## src/rtl/sdram_col_pkg.sv

```systemverilog
package sdram_col_pkg;
  typedef enum logic [2:0] {
    BLC_1    = 3'b000,
    BLC_2    = 3'b001,
    BLC_4    = 3'b010,
    BLC_8    = 3'b011,
    BLC_PAGE = 3'b111
  } blen_code_e;
endpackage

```

## src/rtl/col_len_decode.sv

```systemverilog
module col_len_decode #(
  parameter int COL_W = 9
) (
  input  logic [2:0]       code,
  output logic [COL_W-1:0] mask,
  output logic             full,
  output logic             rsvd
);
  import sdram_col_pkg::*;

  logic [1:0] lg;

  always_comb begin
    lg   = 2'd0;
    full = 1'b0;
    rsvd = 1'b0;
    case (blen_code_e'(code))
      BLC_1:    lg = 2'd0;
      BLC_2:    lg = 2'd1;
      BLC_4:    lg = 2'd2;
      BLC_8:    lg = 2'd3;
      BLC_PAGE: full = 1'b1;
      default:  rsvd = 1'b1;
    endcase
  end

  // One mask bit per column bit: set below the block boundary.
  for (genvar i = 0; i < COL_W; i++) begin : g_mask
    assign mask[i] = full | (!rsvd && (int'(lg) > i));
  end
endmodule

```

## src/rtl/col_beat_ctr.sv

```systemverilog
module col_beat_ctr #(
  parameter int COL_W = 9
) (
  input  logic             clk,
  input  logic             rst_n,
  input  logic             load,
  input  logic             stop,
  input  logic             adv,
  input  logic             at_end,
  output logic             busy,
  output logic [COL_W-1:0] beat
);
  always_ff @(posedge clk) begin
    if (!rst_n) begin
      busy <= 1'b0;
      beat <= '0;
    end else if (load) begin
      busy <= 1'b1;
      beat <= '0;
    end else if (busy && stop) begin
      busy <= 1'b0;
    end else if (busy && adv) begin
      if (at_end) busy <= 1'b0;
      else        beat <= beat + 1'b1;
    end
  end
endmodule

```

## src/rtl/col_addr_form.sv

```systemverilog
module col_addr_form #(
  parameter int COL_W = 9
) (
  input  logic [COL_W-1:0] base,
  input  logic [COL_W-1:0] mask,
  input  logic             il,
  input  logic [COL_W-1:0] beat,
  output logic [COL_W-1:0] col
);
  logic [COL_W-1:0] seq_off;
  logic [COL_W-1:0] il_off;

  always_comb begin
    seq_off = (base + beat) & mask;
    il_off  = (base ^ beat) & mask;
    col     = (base & ~mask) | (il ? il_off : seq_off);
  end
endmodule

```

## src/rtl/sdram_col_seq.sv

```systemverilog
module sdram_col_seq #(
  parameter int COL_W = 9
) (
  input  logic             clk,
  input  logic             rst_n,
  input  logic             start,
  input  logic [COL_W-1:0] start_col,
  input  logic [2:0]       bl_code,
  input  logic             burst_il,
  input  logic             term,
  input  logic             out_ready,
  output logic             out_valid,
  output logic [COL_W-1:0] out_col,
  output logic             out_last,
  output logic             out_err
);
  logic [COL_W-1:0] dec_mask;
  logic             dec_full;
  logic             dec_rsvd;

  logic [COL_W-1:0] base_q;
  logic [COL_W-1:0] mask_q;
  logic             full_q;
  logic             il_q;
  logic             err_q;

  logic             busy;
  logic [COL_W-1:0] beat;
  logic             accept;
  logic             at_end;

  col_len_decode #(.COL_W(COL_W)) u_dec (
    .code (bl_code),
    .mask (dec_mask),
    .full (dec_full),
    .rsvd (dec_rsvd)
  );

  assign accept = start && (!busy || term);
  assign at_end = !full_q && (beat == mask_q);

  always_ff @(posedge clk) begin
    if (!rst_n) begin
      base_q <= '0;
      mask_q <= '0;
      full_q <= 1'b0;
      il_q   <= 1'b0;
      err_q  <= 1'b0;
    end else if (accept) begin
      base_q <= start_col;
      mask_q <= dec_mask;
      full_q <= dec_full;
      il_q   <= burst_il && !dec_full;
      err_q  <= dec_rsvd;
    end
  end

  col_beat_ctr #(.COL_W(COL_W)) u_ctr (
    .clk    (clk),
    .rst_n  (rst_n),
    .load   (accept),
    .stop   (term),
    .adv    (out_ready),
    .at_end (at_end),
    .busy   (busy),
    .beat   (beat)
  );

  col_addr_form #(.COL_W(COL_W)) u_addr (
    .base (base_q),
    .mask (mask_q),
    .il   (il_q),
    .beat (beat),
    .col  (out_col)
  );

  assign out_valid = busy;
  assign out_last  = busy && (at_end || term);
  assign out_err   = err_q;
endmodule

```

## config.mk

```make
export PLATFORM = sky130hd
export DESIGN_NAME = sdram_col_seq
export DESIGN_NICKNAME = d
export VERILOG_FILES = /design/src/rtl/sdram_col_pkg.sv /design/src/rtl/col_len_decode.sv /design/src/rtl/col_beat_ctr.sv /design/src/rtl/col_addr_form.sv /design/src/rtl/sdram_col_seq.sv
export SDC_FILE = /design/constraint.sdc
export NUM_CORES = 1
export LEC_CHECK = 0
export ABC_AREA = 1
export BUFFER_PORTS_ARGS = -buffer_cell sky130_fd_sc_hd__buf_4
export CORE_MARGIN = 2
export CORE_UTILIZATION = 30
export CTS_CLUSTER_DIAMETER = 200
export DETAILED_ROUTE_END_ITERATION = 6
export HOLD_SLACK_MARGIN = 0.02
export PLACE_DENSITY_LB_ADDON = 0.25
export SLEW_MARGIN = 20
export SYNTH_ARGS = -nofsm -noshare
export SYNTH_HDL_FRONTEND = slang
export SYNTH_SLANG_ARGS = --single-unit
```

## constraint.sdc

```tcl
create_clock -name clk -period 1.6 [get_ports clk]
set_input_delay 0 -clock clk [delete_from_list [all_inputs] [get_ports clk]]
set_output_delay 0 -clock clk [all_outputs]
set_load 0.005 [all_outputs]
```

==> results.cfg, run 1 <==
[power]
intPower_mw = 1.033
sw_frac_of_total = 0.2934
p_seq_frac = 0.466
p_per_area_nw_per_um2 = 570.3
p_leak_nw = 1.133
peakVddDrop_uv = 340.2
combPwrFrac = 0.266
power_frac_clock = 0.268
power_switching_uw = 428.7

[critical_path]
r2r-end = u_ctr.beat[2]
critPathLaunchType = register
r2r_start = u_ctr.beat[0]
cp_max_fo = 2
crit_type = reg2out
cp-end-kind = output pin
required_ns = 1.60
timing.reg2reg.worst_path_depth = 8
arrival_ns = 1.91
r2r_slack_ns = 0.08

[placement]
hpwl_mm = 3.457
gp_congestion = 0.8902
placed_cell_area_sq_um = 2101
post-place-ws_ns = -0.1874
io_buffers = 29

[timing]
relSlewSlack = 0.6872
fmax_mhz = 522.5
min_period_ns = 1.914
hold_viol = 0
rsz0062_at_grt = yes
worstMarginPinSlew_ns = 0.4686
setup_viol = 7
slew_viol_final = 0
finalClockSkew_ns = 0.006303
layout_setup_ws_ns = -0.3138
tns_ns = -1.306
min_period_over_period = 1.196

[cts]
cts_buffers = 3
cts-root-buf = clkbuf_8
clock_path_buffers = 2
clkLatencyLatePin_ns = 0.27
cts_tree = done
cts_sinks = 25
path_clk_slew_ns = 0.10
cts_max_level = 1

[detailed_routing]
via_count = 1853
viasPerCell = 4.609
wirelength_mm = 4.717
first_pass_iters = 4
ant_nets = 0
remaining_drc_errors = 0
drt_iter0_drc = 69
wire_per_inst_um = 11.73

[global_routing]
grt_first_pass_wirelength_mm = 8.010
grt.overflow.total = 0
antenna_found_initial = 0
grtUsageTotal = 0.1587
grt_max_degree = 17
grt_pass1_vias = 1757

[cells_and_area]
final_area_sq_um = 2562
nets = 359
drive_above_1_share = 0.3455
syn_to_final_growth_pct = 51.48
num_antenna_cells = 0

[synthesis]
synth_cell_types = 29
synth_top_cell_area_share = 0.2959
synth_area_leaders = dfxtp_1 30%, nand2_1 16%, inv_1 7.3%, nand3_1 7.1%, ha_1 6.7%
synth-main-ff-cell = dfxtp_1
yosys-top-cells-count = 70 x nand2_1, 33 x inv_1, 27 x nor2_1, 25 x dfxtp_1, 24 x nand3_1
async_flop_share = 0
ys_ff_latch = 25
synth-edff-count = 0
synth_area_per_cell_sq_um = 6.481
yosysSeqAreaShare = 0.2959
yosysTopAreaCell = dfxtp_1
syn-instance-count = 261
syn_area_sq_um = 1692
synth_warnings = 0
post-synth-top-count-cell = nand2_1
syn_nets = 289

[run]
maxCapViolCount = 0

[die]
ioPinCount = 30
start_util = 0.3091
num_rows = 27
die_h_um = 79.09
die_x_um = 79.09
dieArea_sq_um = 6255
coreArea_sq_um = 5473

[worst_hold_path]
min_to = base_q[8]
min_from = rst_n
worst_hold_path_type = in2reg
holdPathStages = 3

[run_status]
outcome = finished with violations
violations = negative setup slack
-- worst max-delay path: stages (launching register included) --
cell and delay (ns):
dfxtp_2 0.36, ha_4 0.14, inv_2 0.04, fa_2 0.36, inv_2 0.06, nand2_2 0.04, nand2_2 0.07, nand3_2 0.09
o21ai_2 0.15, or2_4 0.14, nand3_2 0.05, nand2_2 0.07, buf_6 0.08
-- what timing repair did --
action,in CTS,in global routing
hold buffers,15,0
resized for setup,36,23
endpoints found under the hold margin,12,0
buffers inserted,4,4
pin swaps,11,12
endpoints found under the setup margin,9,11
-- per-layer routing --
layer / wire length (um) / up-vias / track usage
li1: - / 975 / -
met1: 2222 / 833 / 0.2200
met2: 2295 / 40 / 0.2653
met3: 152 / 5 / 0.01364
met4: 46 / 0 / 0.04138
met5: 0 / - / 0
-- registers in the layout (all words and copies together), names as in the netlist --
name,count
u_ctr.beat,9
out_err,1
il_q,1
mask_q,4
u_ctr.busy,1
base_q,9
-- cells by family (layout without fill, tap and decap cells) --
kind of cell	Yosys count	after routing	share of synthesized area
xor+xnor	8	8	0.04142
compound gates	45	45	0.1435
flops	25	25	0.2959
buf+inv	42	111	0.1080
fa+ha+maj	10	10	0.07840
simple gates	131	131	0.3329
-- area by class of cell --
class	instances	area, sq um
tap	72	90.09
fill	569	2910
sequential	25	518.0
clock inverter	1	7.507
timing repair buffer	71	585.6
clock buffer	3	41.29
multi-input combinational	194	1180
inverter	36	140.1
-- cells in the final DEF (no fill, tap or decap), types with 7 or more instances in the layout --
master | Yosys | layout
nor2_1 | 27 | 23
nand2_2 | 2 | 12
a21oi_1 | 19 | 17
dfxtp_2 | 0 | 8
inv_1 | 33 | 30
o21ai_0 | 19 | 12
nand2_1 | 70 | 60
dfxtp_1 | 25 | 15
nand3_1 | 24 | 19
dlygate4sd3_1 | 0 | 15
xor2_1 | 7 | 7
buf_4 | 1 | 52
-- power groups by stage --
stage / Sequential [mW] / Clock [mW] / Combinational [mW]
after floorplan: 0.683 / 0 / 0.176
after global placement: 0.689 / 0 / 0.312
after detailed placement: 0.690 / 0 / 0.313
after CTS: 0.679 / 0.407 / 0.375
after global routing: 0.686 / 0.429 / 0.436
final: 0.681 / 0.392 / 0.388
-- metrics by stage --
step | cells | util | power (mW) | hold WS, ns
6_report | 402 | 0.4682 | 1.461 | 0.02685
5_1_grt | 402 | 0.4682 | 1.551 | 0.04155
4_1_cts | 398 | 0.4520 | 1.461 | 0.02344
3_3_place_gp | 375 | 0.3839 | 1.001 | 0.2532
2_1_floorplan | 261 | - | 0.8598 | 0.09858
3_5_place_dp | 375 | 0.3839 | 1.003 | 0.2586
-- worst max-delay path by stage --
stage,start,to,slack (ns)
detailed placement,base_q[0],out_col[6],-0.19
floorplan,u_ctr.beat[0],out_col[6],0.01
global placement,base_q[0],out_col[6],-0.17
CTS,base_q[0],out_col[6],-0.32
finish,u_ctr.beat[0],out_col[6],-0.31
global route,u_ctr.beat[0],out_col[6],-0.43
Note: power is estimated with default switching activity, not from simulation.
==> inputs of run 2 (changes only) <==
Settings changed: ABC_AREA 1 to unset, CORE_UTILIZATION 30 to 52, SYNTH_HIERARCHICAL set to 1.
==> run 2 against run 1 <==
Against the previous run: the run still ends with negative setup slack left; power increased by 43%; via count is 27% higher; die area fell by 27%; design area grew 22%; clock power rose by 110%; first-iteration DRC count increased by 120%; synthesized cell count fell by 4.6%; critical path depth decreased by 3; flip-flop and latch count grew 6; utilization grew 32 points; critical path type unchanged; highest routed layer unchanged.
==> results.cfg, run 2 <==
[timing]
min_period_over_period = 1.423
layout_setup_ws_ns = -0.6770
min_period_ns = 2.277
setup_viol = 19
slew_viol_final = 0
relSlewSlack = 0.5138
rsz0062_at_grt = yes
finalClockSkew_ns = 0.01026
hold_viol = 0
tns_ns = -6.423
worstMarginPinSlew_ns = 0.7285
fmax_mhz = 439.2

[global_routing]
antenna_found_initial = 0
met1_usage = 0.4004
grt_util_met3 = 0.05167
grtUsageTotal = 0.3071
grt_first_pass_wirelength_mm = 10.27
grt_max_degree = 26
grt_util_met2 = 0.5037
top_usage_layer = met2
grt.overflow.total = 0
grt_pass1_vias = 2093

[cts]
clock_path_buffers = 2
cts_max_level = 2
cts_sinks = 31
cts_buffers = 5
clkLatencyLatePin_ns = 0.29
path_clk_slew_ns = 0.07
cts-root-buf = clkbuf_8
cts_tree = done

[cells_and_area]
num_antenna_cells = 0
multiInputGateArea_sq_um = 1541
final_cell_mix = 70 x buf_4, 28 x a21oi_1, 25 x dfxtp_1
nets = 351
final_common_cell = buf_4
largestRegisters = base_q (9), mask_q (9), u_ctr/beat (9)
syn_to_final_growth_pct = 48.95
drive_above_1_share = 0.4660
utilization = 0.7899
regArea_sq_um = 630.6
nFillCells = 255

[synthesis]
synth_area_per_cell_sq_um = 8.397
synth_top_family_by_area = compound AO/OA/AOI/OAI gates
synth_compound_area_frac = 0.3052
synth-edff-count = 0
synth_fa_ha_area_frac = 0.06344
yosysSeqAreaShare = 0.2968
syn-instance-count = 249
yosys-top-cells-count = 35 x a21oi_1, 31 x dfxtp_1, 21 x o211ai_1, 19 x o21ai_1, 16 x xnor2_1
yosysTopAreaCell = dfxtp_1
synth_top_cell_area_share = 0.2968
syn_area_sq_um = 2091
synth_warnings = 6
synth_xor_xnor_area_share = 0.07121
synth-main-ff-cell = dfxtp_1
synth_mux_area_frac = 0.02334
syn_nets = 277
synth_cell_types = 51
async_flop_share = 0
post-synth-top-count-cell = a21oi_1
ys_ff_latch = 31
synth_area_leaders = dfxtp_1 30%, a21oi_1 8.4%, o211ai_1 7.5%, xnor2_1 6.7%, ha_1 5.4%
synth-simple-area-share = 0.1604

[critical_path]
cp_slowest_cell = dfxtp_2
worst-path-stages = 9
required_ns = 1.60
cp_max_fo = 4
crit_type = reg2out
critPathLaunchType = register
path_delay_family = adder cells
r2r_slack_ns = -0.42
r2r_start = u_ctr/beat[1]
cp-end-kind = output pin
slowest_delay_ns = 0.36
crit_path_end = out_col[6]
cp_num_buf_inv = 2
cp_cell_sequence = ha_4 > inv_2 > fa_2 > nand2b_4 > a211oi_4 > a31oi_1 > xnor2_1 > mux2_4 > buf_6
timing.reg2reg.worst_path_depth = 8
arrival_ns = 2.28
r2r-end = u_ctr/beat[6]
startpoint = base_q[0]

[die]
coreArea_sq_um = 3943
die_h_um = 67.41
ioPinCount = 30
die_x_um = 67.41
start_util = 0.5303
num_rows = 23
dieArea_sq_um = 4544

[power]
p_per_area_nw_per_um2 = 672.7
p_leak_nw = 1.197
peakVddDrop_uv = 666.9

[run]
maxCapViolCount = 0

[run_status]
outcome = finished with violations
violations = negative setup slack

[detailed_routing]
first_pass_iters = 5
wire_per_inst_um = 19.63
wirelength_mm = 7.343
viasPerCell = 6.310
ant_nets = 0
via_count = 2360
remaining_drc_errors = 0
drt_iter0_drc = 154

[worst_hold_path]
worst_hold_path_type = in2reg

[placement]
gp_congestion = 0.8627
hpwl_mm = 4.196
io_buffers = 29
run 2: cell count changes after synthesis, moves of 10 or more:
cell      previous run  this run
o21ai_0             19         9
o21ai_1              0        19
o211ai_1             0        21
xnor2_1              1        16
a21oi_1             19        35
nand3_1             24         6
inv_1               33        10
nand2_1             70         6
nor2_1              27        12
run 2: logic make-up (layout without fill, tap and decap cells):
group	Yosys count	in the layout
mux	4	4
fa+ha+maj	10	10
flops	31	31
xor+xnor	17	17
buf+inv	32	107
simple gates	53	53
compound gates	102	102
run 2: metal layers:
layer | wire length, um | up-vias
li1 | - | 1062
met4 | 276 | 0
met1 | 2896 | 1127
met5 | 0 | -
met3 | 526 | 34
met2 | 3643 | 137
run 2: worst min-delay path, stage by stage:
cell and delay, ns:
buf_4 0.11, o211ai_1 0.08, a21oi_1 0.07
run 2: cell type report:
class                   instances  share of cell area
repair buffers                 88              0.2314
inverters                      11             0.01326
clock inverters                 2             0.01125
multi-input cells             186              0.4950
well taps                      50             0.02009
flip-flops and latches         31              0.2025
clock buffers                   6             0.02652
run 2: how the worst min path moves through the flow:
stage                            start    endpoint  slack [ns]  cells after the start
after detailed placement         rst_n  u_ctr/busy        0.23                      2
final                     start_col[7]   base_q[7]        0.03                      3
after global routing      start_col[7]   base_q[7]        0.03                      3
after CTS                 start_col[3]   base_q[3]        0.02                      3
after global placement           rst_n  u_ctr/busy        0.22                      2
after floorplan                  rst_n  u_ctr/busy        0.12                      1
run 2: power by group:
group / switching [mW] / internal, mW
Combinational: 0.214 / 0.240
Sequential: 0.0254 / 0.797
Clock: 0.315 / 0.504
run 2: through the flow:
step	cell area (sq um)	hold WS, ns	std cells	setup slack (ns)	total power [mW]
floorplan	2131	0.1175	249	-0.2078	1.027
global placement	2631	0.2217	353	-0.3041	1.178
detailed placement	2631	0.2294	353	-0.3471	1.185
CTS	2997	0.02388	373	-0.6105	2.029
global route	3114	0.03435	374	-0.7380	2.151
finish	3114	0.02765	374	-0.6770	2.095
run 2: repair_timing:
item | CTS | global route
endpoints found under the hold margin | 6 | 0
resized for setup | 33 | 24
buffers inserted | 7 | 3
setup endpoints to repair | 18 | 19
pin swaps | 24 | 14
hold buffers | 6 | 0
==> inputs of run 3 (changes only) <==
Settings changed: BUFFER_PORTS_ARGS -buffer_cell sky130_fd_sc_hd__buf_4 to unset, CORE_UTILIZATION 52 to 58, DONT_BUFFER_PORTS set to 1.
==> run 3 against run 2 <==
Against the previous run: the run still ends with negative setup slack left; first-iteration DRC count grew 94%; maximum frequency shrank 2.9%; worst hold slack gained 0.055 ns; critical endpoint unchanged; largest power group unchanged.
==> results.cfg, run 3 (synthesized netlist as in run 2, its figures left out) <==
[critical_path]
cp-end-kind = output pin
cp_max_fo = 4
critPathLaunchType = register
arrival_ns = 2.34
crit_type = reg2out
required_ns = 1.60

[global_routing]
grt_first_pass_wirelength_mm = 11.50
top_usage_layer = met2
met1_usage = 0.4648
grt_util_met2 = 0.6263
antenna_found_initial = 0
grtUsageTotal = 0.3722
grt_util_met3 = 0.07394
grt.overflow.total = 0
grt_max_degree = 25
grt_pass1_vias = 2223

[cts]
cts_sinks = 31
path_clk_slew_ns = 0.11
cts-root-buf = clkbuf_4
clock_path_buffers = 2
cts_buffers = 5
clkLatencyLatePin_ns = 0.37
cts_max_level = 2
cts_tree = done

[detailed_routing]
wirelength_mm = 8.342
ant_nets = 0
via_count = 2457
first_pass_iters = 6
remaining_drc_errors = 0
drt_iter0_drc = 298
viasPerCell = 7.040
wire_per_inst_um = 23.90

[cells_and_area]
nFillCells = 157
nets = 330
syn_to_final_growth_pct = 39.98
drive_above_1_share = 0.4026
num_antenna_cells = 0
stdcell_count = 349
final_common_cell = buf_4
largestRegisters = base_q (9), mask_q (9), u_ctr/beat (9)
final_cell_mix = 41 x buf_4, 25 x a21oi_1, 22 x dfxtp_1

[placement]
post-place-ws_ns = -0.2700
gp_congestion = 0.9531
dp_cells = 317
io_buffers = 0
hpwl_mm = 4.082

[die]
start_util = 0.6168
dieArea_sq_um = 4101
coreArea_sq_um = 3390
num_rows = 21
die_x_um = 64.04
die_h_um = 64.04
ioPinCount = 30

[power]
peakVddDrop_uv = 741.8
total_power_mw = 1.730
p_leak_nw = 1.054
p_per_area_nw_per_um2 = 591.1

[run_status]
outcome = finished with violations
violations = negative setup slack

[worst_hold_path]
worst_hold_path_type = in2reg

[timing]
tns_ns = -6.849
slew_viol_final = 0
rsz0062_at_grt = yes
min_period_ns = 2.344
min_period_over_period = 1.465
setup_viol = 19
finalClockSkew_ns = 0.007833
hold_viol = 0
relSlewSlack = 0.3250
fmax_mhz = 426.7
worstMarginPinSlew_ns = 1.011
holdWs_ns = 0.08285
layout_setup_ws_ns = -0.7438

[run]
maxCapViolCount = 0
==> run 3: path summary, 6_finish.rpt <==
check / start / to / slack, ns / depth (start not counted)
hold reg to reg: full_q / full_q / 0.52 / 2
hold / removal: out_ready / u_ctr/beat[1] / 0.08 / 3
setup / recovery: u_ctr/beat[1] / out_col[6] / -0.74 / 8
setup reg to reg: u_ctr/beat[0] / u_ctr/beat[7] / -0.42 / 8
==> run 3: critical path, stage by stage (launching register included) <==
cell and delay (ns):
dfxtp_2 0.41, inv_1 0.09, fa_2 0.39, nand2b_4 0.16, a211oi_4 0.24, buf_4 0.16, a31oi_2 0.10, xnor2_1 0.14
mux2_4 0.28
==> run 3: where the power goes <==
group | internal, mW | switching [mW] | total [mW] | leakage (nW)
registers | 0.798 | 0.0329 | 0.831 | 0.257
logic | 0.190 | 0.226 | 0.415 | 0.763
clock network | 0.163 | 0.321 | 0.484 | 0.0347
total | 1.15 | 0.579 | 1.73 | 1.05
==> run 3: what timing repair did <==
action                                 4_1_cts  5_1_grt
setup buffers                                5        2
setup endpoints to repair                   18       40
endpoints found under the hold margin       30        0
hold buffers                                18        0
gates cloned                                 2        0
pin swaps                                   22       19
resized for setup                           23       33
==> run 3: final cells by class <==
| class | count | area (sq um) | area share |
|---|---|---|---|
| multi-input cells | 187 | 1569 | 0.5361 |
| inverters | 11 | 45.04 | 0.01539 |
| well taps | 46 | 57.56 | 0.01967 |
| flip-flops and latches | 31 | 634.4 | 0.2168 |
| clock inverters | 3 | 15.01 | 0.005130 |
| repair inverters | 1 | 7.507 | 0.002565 |
| clock buffers | 5 | 37.54 | 0.01283 |
| repair buffers | 65 | 560.5 | 0.1915 |
==> run 3: metal layers <==
metal,routed length (um),part of all wire,up-vias
met5,0,0,-
li1,-,-,1026
met3,861,0.10,66
met2,3901,0.47,224
met4,535,0.064,0
met1,3044,0.36,1141
==> run 3: per-stage QoR <==
stage	util	area, sq um
6_report	0.8634	2927
5_1_grt	0.8634	2927
4_1_cts	0.8236	2791
3_5_place_dp	0.7040	2386
3_3_place_gp	0.7040	2386
2_1_floorplan	-	2131
